==> config.mk <==
export PLATFORM = sky130hd
export DESIGN_NAME = rnode_top
export DESIGN_NICKNAME = d
export VERILOG_FILES = /design/src/rtl/rnode_pkg.sv /design/src/rtl/rnode_fifo.sv /design/src/rtl/rnode_ctrl.sv /design/src/rtl/rnode_dpath.sv /design/src/rtl/rnode_top.sv
export SDC_FILE = /design/constraint.sdc
export NUM_CORES = 2
export LEC_CHECK = 0
export CAP_MARGIN = 20
export CORE_AREA = 2 2 614 616
export CTS_BUF_LIST = sky130_fd_sc_hd__clkbuf_16
export CTS_CLUSTER_SIZE = 25
export DETAILED_ROUTE_END_ITERATION = 8
export DIE_AREA = 0 0 616 618
export DONT_BUFFER_PORTS = 1
export PLACE_DENSITY = 0.55
export SLEW_MARGIN = 5
export SYNTH_ARGS = -nofsm -noshare
export SYNTH_HDL_FRONTEND = slang
export SYNTH_HIERARCHICAL = 1
export SYNTH_SLANG_ARGS = --single-unit
==> constraint.sdc <==
create_clock -name clk -period 7.6 [get_ports clk]
set_input_delay 1.52 -clock clk [delete_from_list [all_inputs] [get_ports clk]]
set_output_delay 1.52 -clock clk [all_outputs]
set_load 0.005 [all_outputs]
==> src/rtl/rnode_pkg.sv <==
package rnode_pkg;
  localparam int DATA_W       = 32;
  localparam int ID_W         = 8;
  localparam int HDR_MARK_LSB = 8;
  localparam int HDR_ADDR_LSB = 10;

  typedef struct packed {
    logic              head;
    logic              last;
    logic [DATA_W-1:0] data;
  } flit_t;

  typedef enum logic [1:0] {SRC_NONE, SRC_FWD, SRC_LHDR, SRC_LDATA} txSrc_e;

  typedef struct packed {
    logic   fwdPush;
    logic   setMarks;
    logic   memWr;
    logic   loadAddr;
    logic   txLoad;
    txSrc_e txSel;
    logic   locLast;
  } strobe_t;
endpackage

==> src/rtl/rnode_fifo.sv <==
module rnode_fifo #(
  parameter int W     = 8,
  parameter int DEPTH = 4
) (
  input  logic                     clk,
  input  logic                     rstN,
  input  logic                     push,
  input  logic [W-1:0]             din,
  input  logic                     pop,
  output logic [W-1:0]             dout,
  output logic [W-1:0]             dnext,
  output logic [$clog2(DEPTH):0]   count,
  output logic                     full,
  output logic                     empty
);
  localparam int AW = $clog2(DEPTH);

  logic [W-1:0]  mem [DEPTH];
  logic [AW-1:0] wrPtr, rdPtr;

  always_ff @(posedge clk) begin
    if (push) mem[wrPtr] <= din;
  end

  always_ff @(posedge clk or negedge rstN) begin
    if (!rstN) begin
      wrPtr <= '0;
      rdPtr <= '0;
      count <= '0;
    end else begin
      if (push) wrPtr <= AW'(wrPtr + 1'b1);
      if (pop)  rdPtr <= AW'(rdPtr + 1'b1);
      case ({push, pop})
        2'b10:   count <= count + 1'b1;
        2'b01:   count <= count - 1'b1;
        default: count <= count;
      endcase
    end
  end

  assign dout  = mem[rdPtr];
  assign dnext = mem[AW'(rdPtr + 1'b1)];
  assign full  = (count == DEPTH[AW:0]);
  assign empty = (count == '0);
endmodule

==> src/rtl/rnode_ctrl.sv <==
module rnode_ctrl
  import rnode_pkg::*;
#(
  parameter int MAX_WORDS = 16
) (
  input  logic            clk,
  input  logic            rstN,
  input  logic [ID_W-1:0] myId,
  input  logic [1:0]      rogueRole,
  input  logic            rxValid,
  input  logic            rxHead,
  input  logic [9:0]      rxTag,
  input  logic            rogueClr,
  input  logic            irqEn,
  input  logic            lqEmpty,
  input  logic            lqRunBreak,
  input  logic            fqEmpty,
  input  logic            fqHeadLast,
  output strobe_t         stb,
  output logic            ownSeen,
  output logic            rogueFault,
  output logic            irq
);
  localparam int CW = $clog2(MAX_WORDS);

  typedef enum logic [1:0] {M_IDLE, M_FWD, M_LOC} txMode_e;

  txMode_e       mode, modeNxt;
  logic [CW-1:0] wordCnt, wordCntNxt;
  logic          rxDrop;
  logic          hdrOwn, hdrRogue, dropNow, hdrSeen;

  // receive-side classification of the header flit
  assign hdrSeen  = rxValid && rxHead;
  assign hdrOwn   = (rxTag[ID_W-1:0] == myId);
  assign hdrRogue = |(rxTag[9:8] & rogueRole) && !hdrOwn;
  assign dropNow  = hdrOwn || hdrRogue;

  always_comb begin
    stb          = '0;
    stb.fwdPush  = rxValid && (rxHead ? !dropNow : !rxDrop);
    stb.setMarks = rxHead;
    stb.memWr    = rxValid && !rxHead && !rxDrop;
    stb.loadAddr = hdrSeen;
    stb.locLast  = lqRunBreak || (wordCnt == CW'(MAX_WORDS - 1));
    stb.txSel    = SRC_NONE;
    modeNxt      = mode;
    wordCntNxt   = wordCnt;
    case (mode)
      M_IDLE: begin
        if (!fqEmpty) begin
          stb.txLoad = 1'b1;
          stb.txSel  = SRC_FWD;
          modeNxt    = M_FWD;
        end else if (!lqEmpty) begin
          stb.txLoad = 1'b1;
          stb.txSel  = SRC_LHDR;
          modeNxt    = M_LOC;
          wordCntNxt = '0;
        end
      end
      M_FWD: begin
        if (!fqEmpty) begin
          stb.txLoad = 1'b1;
          stb.txSel  = SRC_FWD;
          if (fqHeadLast) modeNxt = M_IDLE;
        end
      end
      M_LOC: begin
        stb.txLoad = 1'b1;
        stb.txSel  = SRC_LDATA;
        wordCntNxt = CW'(wordCnt + 1'b1);
        if (stb.locLast) modeNxt = M_IDLE;
      end
      default: modeNxt = M_IDLE;
    endcase
  end

  always_ff @(posedge clk or negedge rstN) begin
    if (!rstN) begin
      mode       <= M_IDLE;
      wordCnt    <= '0;
      rxDrop     <= 1'b0;
      ownSeen    <= 1'b0;
      rogueFault <= 1'b0;
    end else begin
      mode    <= modeNxt;
      wordCnt <= wordCntNxt;
      if (hdrSeen) rxDrop <= dropNow;
      ownSeen    <= ownSeen || (hdrSeen && hdrOwn);
      rogueFault <= (hdrSeen && hdrRogue) || (rogueFault && !rogueClr);
    end
  end

  assign irq = rogueFault && irqEn;
endmodule

==> src/rtl/rnode_dpath.sv <==
module rnode_dpath
  import rnode_pkg::*;
#(
  parameter int ADDR_W   = 16,
  parameter int LQ_DEPTH = 32,
  parameter int FQ_DEPTH = 32
) (
  input  logic              clk,
  input  logic              rstN,
  input  logic [ID_W-1:0]   myId,
  input  logic [1:0]        rogueRole,
  input  logic              hostWrEn,
  input  logic [ADDR_W-1:0] hostAddr,
  input  logic [DATA_W-1:0] hostData,
  input  logic              rxHead,
  input  logic              rxLast,
  input  logic [DATA_W-1:0] rxData,
  input  strobe_t           stb,
  output logic              memWrEn,
  output logic [ADDR_W-1:0] memAddr,
  output logic [DATA_W-1:0] memData,
  output logic              txValid,
  output logic              txHead,
  output logic              txLast,
  output logic [DATA_W-1:0] txData,
  output logic              lqEmpty,
  output logic              lqRunBreak,
  output logic              lqFull,
  output logic              fqEmpty,
  output logic              fqHeadLast,
  output logic              fqFull
);
  localparam int LW = ADDR_W + DATA_W;

  logic [LW-1:0]             lqHead, lqNext;
  logic [$clog2(LQ_DEPTH):0] lqCount;
  logic [$clog2(FQ_DEPTH):0] fqCount;
  flit_t                     fqIn, fqHead, unusedFqNext;
  logic [ADDR_W-1:0]         curAddr;
  logic [DATA_W-1:0]         markBits, locHdr;
  logic [ADDR_W-1:0]         headAddr, nextAddr;

  rnode_fifo #(.W(LW), .DEPTH(LQ_DEPTH)) u_locQ (
    .clk(clk), .rstN(rstN),
    .push(hostWrEn), .din({hostAddr, hostData}),
    .pop(stb.txLoad && stb.txSel == SRC_LDATA),
    .dout(lqHead), .dnext(lqNext), .count(lqCount),
    .full(lqFull), .empty(lqEmpty)
  );

  assign markBits = DATA_W'(rogueRole) << HDR_MARK_LSB;
  assign fqIn.head = rxHead;
  assign fqIn.last = rxLast;
  assign fqIn.data = stb.setMarks ? (rxData | markBits) : rxData;

  rnode_fifo #(.W($bits(flit_t)), .DEPTH(FQ_DEPTH)) u_fwdQ (
    .clk(clk), .rstN(rstN),
    .push(stb.fwdPush), .din(fqIn),
    .pop(stb.txLoad && stb.txSel == SRC_FWD),
    .dout(fqHead), .dnext(unusedFqNext), .count(fqCount),
    .full(fqFull), .empty(fqEmpty)
  );

  assign fqHeadLast = fqHead.last;
  assign headAddr   = lqHead[LW-1:DATA_W];
  assign nextAddr   = lqNext[LW-1:DATA_W];
  assign lqRunBreak = (lqCount < 2) || (nextAddr != ADDR_W'(headAddr + 1'b1));
  assign locHdr     = (DATA_W'(headAddr) << HDR_ADDR_LSB) | markBits | DATA_W'(myId);

  // memory update path for received words
  always_ff @(posedge clk or negedge rstN) begin
    if (!rstN) begin
      curAddr <= '0;
      memWrEn <= 1'b0;
      memAddr <= '0;
      memData <= '0;
    end else begin
      memWrEn <= stb.memWr;
      if (stb.loadAddr) curAddr <= ADDR_W'(rxData[DATA_W-1:HDR_ADDR_LSB]);
      if (stb.memWr) begin
        memAddr <= curAddr;
        memData <= rxData;
        curAddr <= ADDR_W'(curAddr + 1'b1);
      end
    end
  end

  // transmit register
  always_ff @(posedge clk or negedge rstN) begin
    if (!rstN) begin
      txValid <= 1'b0;
      txHead  <= 1'b0;
      txLast  <= 1'b0;
      txData  <= '0;
    end else begin
      txValid <= stb.txLoad;
      case (stb.txSel)
        SRC_FWD:   {txHead, txLast, txData} <= fqHead;
        SRC_LHDR:  {txHead, txLast, txData} <= {1'b1, 1'b0, locHdr};
        SRC_LDATA: {txHead, txLast, txData} <= {1'b0, stb.locLast, lqHead[DATA_W-1:0]};
        default:   {txHead, txLast, txData} <= '0;
      endcase
    end
  end
endmodule

==> src/rtl/rnode_top.sv <==
module rnode_top
  import rnode_pkg::*;
#(
  parameter int ADDR_W    = 16,
  parameter int MAX_WORDS = 16,
  parameter int LQ_DEPTH  = 32,
  parameter int FQ_DEPTH  = 32
) (
  input  logic              clk,
  input  logic              rstN,
  input  logic [7:0]        myId,
  input  logic [1:0]        rogueRole,
  input  logic              hostWrEn,
  input  logic [ADDR_W-1:0] hostAddr,
  input  logic [31:0]       hostData,
  input  logic              rxValid,
  input  logic              rxHead,
  input  logic              rxLast,
  input  logic [31:0]       rxData,
  input  logic              rogueClr,
  input  logic              irqEn,
  output logic              memWrEn,
  output logic [ADDR_W-1:0] memAddr,
  output logic [31:0]       memData,
  output logic              txValid,
  output logic              txHead,
  output logic              txLast,
  output logic [31:0]       txData,
  output logic              ownSeen,
  output logic              rogueFault,
  output logic              irq
);
  strobe_t stb;
  logic    lqEmpty, lqRunBreak, lqFull, fqEmpty, fqHeadLast, fqFull;

  rnode_ctrl #(.MAX_WORDS(MAX_WORDS)) u_ctrl (
    .clk(clk), .rstN(rstN), .myId(myId), .rogueRole(rogueRole),
    .rxValid(rxValid), .rxHead(rxHead), .rxTag(rxData[9:0]),
    .rogueClr(rogueClr), .irqEn(irqEn),
    .lqEmpty(lqEmpty), .lqRunBreak(lqRunBreak),
    .fqEmpty(fqEmpty), .fqHeadLast(fqHeadLast),
    .stb(stb), .ownSeen(ownSeen), .rogueFault(rogueFault), .irq(irq)
  );

  rnode_dpath #(.ADDR_W(ADDR_W), .LQ_DEPTH(LQ_DEPTH), .FQ_DEPTH(FQ_DEPTH)) u_dpath (
    .clk(clk), .rstN(rstN), .myId(myId), .rogueRole(rogueRole),
    .hostWrEn(hostWrEn), .hostAddr(hostAddr), .hostData(hostData),
    .rxHead(rxHead), .rxLast(rxLast), .rxData(rxData), .stb(stb),
    .memWrEn(memWrEn), .memAddr(memAddr), .memData(memData),
    .txValid(txValid), .txHead(txHead), .txLast(txLast), .txData(txData),
    .lqEmpty(lqEmpty), .lqRunBreak(lqRunBreak), .lqFull(lqFull),
    .fqEmpty(fqEmpty), .fqHeadLast(fqHeadLast), .fqFull(fqFull)
  );
endmodule

==> results <==
- The data arrival time at the worst-slack endpoint is about 6300 ps.
- In the final routed layout, each cell accounts on average for 29.71 µm.
- For the worst setup path, the data required time is 8290 ps.
- The detailed router placed 54830 vias in this run.
- The buffer type at the clock tree root is clkbuf_16.
- Clock skew on the completed layout was measured at 67.42 ps.
- The via count of the first global-routing pass was 55938.
- STA classifies the critical path endpoint as a flip-flop.
- After global routing the overflow that remains totals 0.
- In this run the critical register-to-register path is captured at u_dpath/txLast$_DFF_PN0_.
- Post-CTS repair changed the size of 0 cells.
- The final number of max-transition violations is 0.
- TritonCTS built the clock tree.
- Routability-driven placement finished with a final weighted congestion of 0.8013.
- The total nets after synthesis is 5390.
- VDD sags by at most between 0.0002 and 0.00025 V.
- The run finished with clean final reports.
- OpenSTA, run right after detailed placement, puts the worst setup slack at approximately 1900 ps.
- At the later pin of the worst-skew pair, clock insertion delay measures 870 ps.
- In this run the worst path has a maximum fanout of 46.
- No sink is reached through more buffers than the 4 on the longest clock path.
- The post-route non-filler standard cell count is about 11000.
- The worst path needs around 5700 ps of the cycle, external delays included.
- After detailed placement, the design holds a cell count of 10052.
- Static timing analysis puts the maximum clock frequency at 176.9 MHz.
- Setup total negative slack on the finished layout was measured at 0 ps.
- The final critical path takes up 74.37% of the cycle.
- The leakage power total is 38.97 nW.
- The DRC violation count after routing is 0.
- The I/O pin count is 185.
- The depth of the worst register-to-register path is 14.
- The standard-cell row count is 225.
- The category of the worst setup path launch point is a flip-flop.
- The filler cells instantiated in the layout total 34492.
- The mapped cell area is 0.1130 mm².
- Tracing the worst setup path back leads to its startpoint at u_dpath/u_locQ/rdPtr[0]$_DFFE_PN0P_.
- The number of nets in the finished design is 5471.
- Synthesis produced 5269 cells.
- Max-cap violations in this run came to 0.
- In this run, the number of DRC markers left after iteration 0 of detailed routing was 5372.
- Across all register-to-register paths, the minimum setup slack is 1950 ps.
- The first global-routing pass estimated 441.0 mm of wire.
- For this block, the routed nets add up to 314.3 mm of wire.
- The count of final setup violators is 0.
- The number of port buffers is 0.
- The chip height is 618 µm.
- The starting density of the core is 30.21%.
- The maximum level of the CTS H-tree is 5.
- The power density of the placed cells is 327.1 mW/mm².
- Before antenna repair, the detailed router went through 7 iterations.
- After clock tree synthesis, the clock-pin slew on the worst setup and hold paths is ~60 ps.
- The number of hold violations in the final report was 0.
- The pin count of the biggest net entering global routing is 147.
- The mean instance size in the synthesized netlist is 21.45 µm².
- The origin of the critical flop-to-flop path is u_dpath/u_locQ/rdPtr[0]$_DFFE_PN0P_.
- The count of yosys warnings during synthesis is 6.
- The worst setup margin is about 2000 ps.
- The region available for standard cell placement spans 0.3741 mm².
- In this run the worst hold path is classified as in -> async.
- The endpoint of the worst setup timing path is u_dpath/txLast$_DFF_PN0_.
- For this run, the total global-route usage over all layers was measured as around 16%.
- The post-detailed-route via-to-cell ratio is 5.182.
- The worst pin sits at a relative slew slack of ~1.9%.
- The number of buffers created by CTS is 287.
- The estimated wirelength of the detail-placed design is 181.9 mm.
- The area growth from synthesis to final layout is 13.51%.
- The count of nets left with antenna violations once routing finished came out at 0.
- At the pin with the least slew margin, the transition time is 1472 ps.
- By startpoint and endpoint, the worst setup path is classified as reg -> reg.
- Setup repair after global routing left no endpoint under its margin.
- The floorplan step set the die width to slightly above 600 µm.
- The number of buffers added to fix hold violations after cts is 0.
- The initial antenna violation count is 10.
- The die footprint is 0.3807 mm².
- The number of buffers added for setup after CTS is 0.
- The post-route netlist has around 30% of its cells at a drive strength greater than 1.
- The clock net in this run drives a total of 2765 sinks.
worst min-delay path by stage:
stage	start	to	slack, ps	depth (start not counted)
6_report	rstN	u_dpath/memData[17]$_DFFE_PN0P_	380	0
5_1_grt	rstN	u_dpath/memAddr[1]$_DFFE_PN0P_	330	0
4_1_cts	rstN	u_dpath/memData[17]$_DFFE_PN0P_	330	0
3_5_place_dp	u_dpath/u_fwdQ/count[5]$_DFFE_PN0P_	u_dpath/u_fwdQ/count[5]$_DFFE_PN0P_	460	1
3_3_place_gp	u_dpath/u_fwdQ/count[5]$_DFFE_PN0P_	u_dpath/u_fwdQ/count[5]$_DFFE_PN0P_	460	1
2_1_floorplan	u_ctrl/rxDrop$_DFFE_PN0P_	u_dpath/memWrEn$_DFF_PN0_	430	1
placed cells by master, fill, tap and decap left out, drive strengths merged, types with 19 or more instances in the layout:
| cell type | instances |
|---|---|
| nor2b | 29 |
| a211oi | 40 |
| mux4 | 784 |
| mux2 | 198 |
| bufinv | 20 |
| inv | 97 |
| nand3 | 21 |
| a222oi | 26 |
| o21ai | 60 |
| dfrtp | 141 |
| xor2 | 27 |
| clkbuf | 296 |
| clkinv | 110 |
| buf | 160 |
| ha | 23 |
| edfxtp | 2624 |
| xnor2 | 29 |
| nor2 | 163 |
| nand2 | 77 |
| a2111oi | 19 |
| mux2i | 375 |
| a21oi | 92 |
layer usage:
metal  wire length, µm  up-vias  track usage [%]  share of wire [%]
li1                  -    22262                -                  -
met3             21150      386            3.132                6.7
met1            130200    30353            21.47                 41
met4              8325        4            4.424                2.6
met5                32        -                0              0.010
met2            154500     1825            27.07                 49
through the flow:
| step | area, µm² | utilization [%] | hold WS [ps] | power (mW) |
|---|---|---|---|---|
| 4_1_cts | 128200 | 34.26 | 333.0 | 42.50 |
| 2_1_floorplan | 113000 | - | 429.0 | 25.27 |
| 6_report | 128300 | 34.29 | 383.6 | 41.96 |
| 3_3_place_gp | 119000 | 31.82 | 459.5 | 28.79 |
| 5_1_grt | 128300 | 34.29 | 333.5 | 43.54 |
| 3_5_place_dp | 119200 | 31.87 | 462.6 | 28.94 |
flip-flops by register name, summed over array words and instances, names as in the netlist:
register / flops
u_dpath/u_locQ/rdPtr: 5
u_dpath/u_fwdQ/count: 6
u_dpath/u_fwdQ/wrPtr: 5
u_dpath/u_locQ/mem: 1536
u_dpath/memAddr: 16
u_ctrl/ownSeen: 1
u_dpath/memData: 32
u_dpath/txData: 32
u_ctrl/mode: 2
u_ctrl/rxDrop: 1
u_dpath/u_locQ/count: 6
u_ctrl/wordCnt: 4
u_dpath/txValid: 1
u_dpath/u_locQ/wrPtr: 5
u_dpath/curAddr: 16
u_dpath/u_fwdQ/mem: 1088
u_dpath/txHead: 1
u_ctrl/rogueFault: 1
u_dpath/memWrEn: 1
u_dpath/txLast: 1
u_dpath/u_fwdQ/rdPtr: 5
critical path: stages, from the launching register on:
cell,delay (ps)
dfrtp_4,840
buf_4,820
nand3_1,350
or3b_1,550
buf_4,260
a221oi_1,390
a2111oi_2,100
xnor2_1,230
a41oi_1,70
a2111oi_0,430
nand4_1,240
a2111oi_4,390
o221ai_2,250
a31o_2,290
a22o_1,200
power by group:
| group | switching [mW] | total (mW) | internal, mW |
|---|---|---|---|
| Sequential | 0.892 | 18.5 | 17.6 |
| Clock | 5.79 | 13.5 | 7.74 |
| Combinational | 5.60 | 9.90 | 4.29 |
| Total | 12.3 | 42.0 | 29.7 |
layout make-up:
| class | count | area [µm²] | share of cell area [%] |
|---|---|---|---|
| Multi-Input combinational cell | 2114 | 29160 | 22.73 |
| Clock buffer | 296 | 7407 | 5.773 |
| Antenna cell | 16 | 40.04 | 0.03120 |
| Tap cell | 4994 | 6248 | 4.870 |
| Sequential cell | 2765 | 82360 | 64.19 |
| Clock inverter | 213 | 1545 | 1.204 |
| Timing Repair Buffer | 160 | 1461 | 1.139 |
| Inverter | 22 | 82.58 | 0.06436 |
Power figures use the tool's default switching activity.
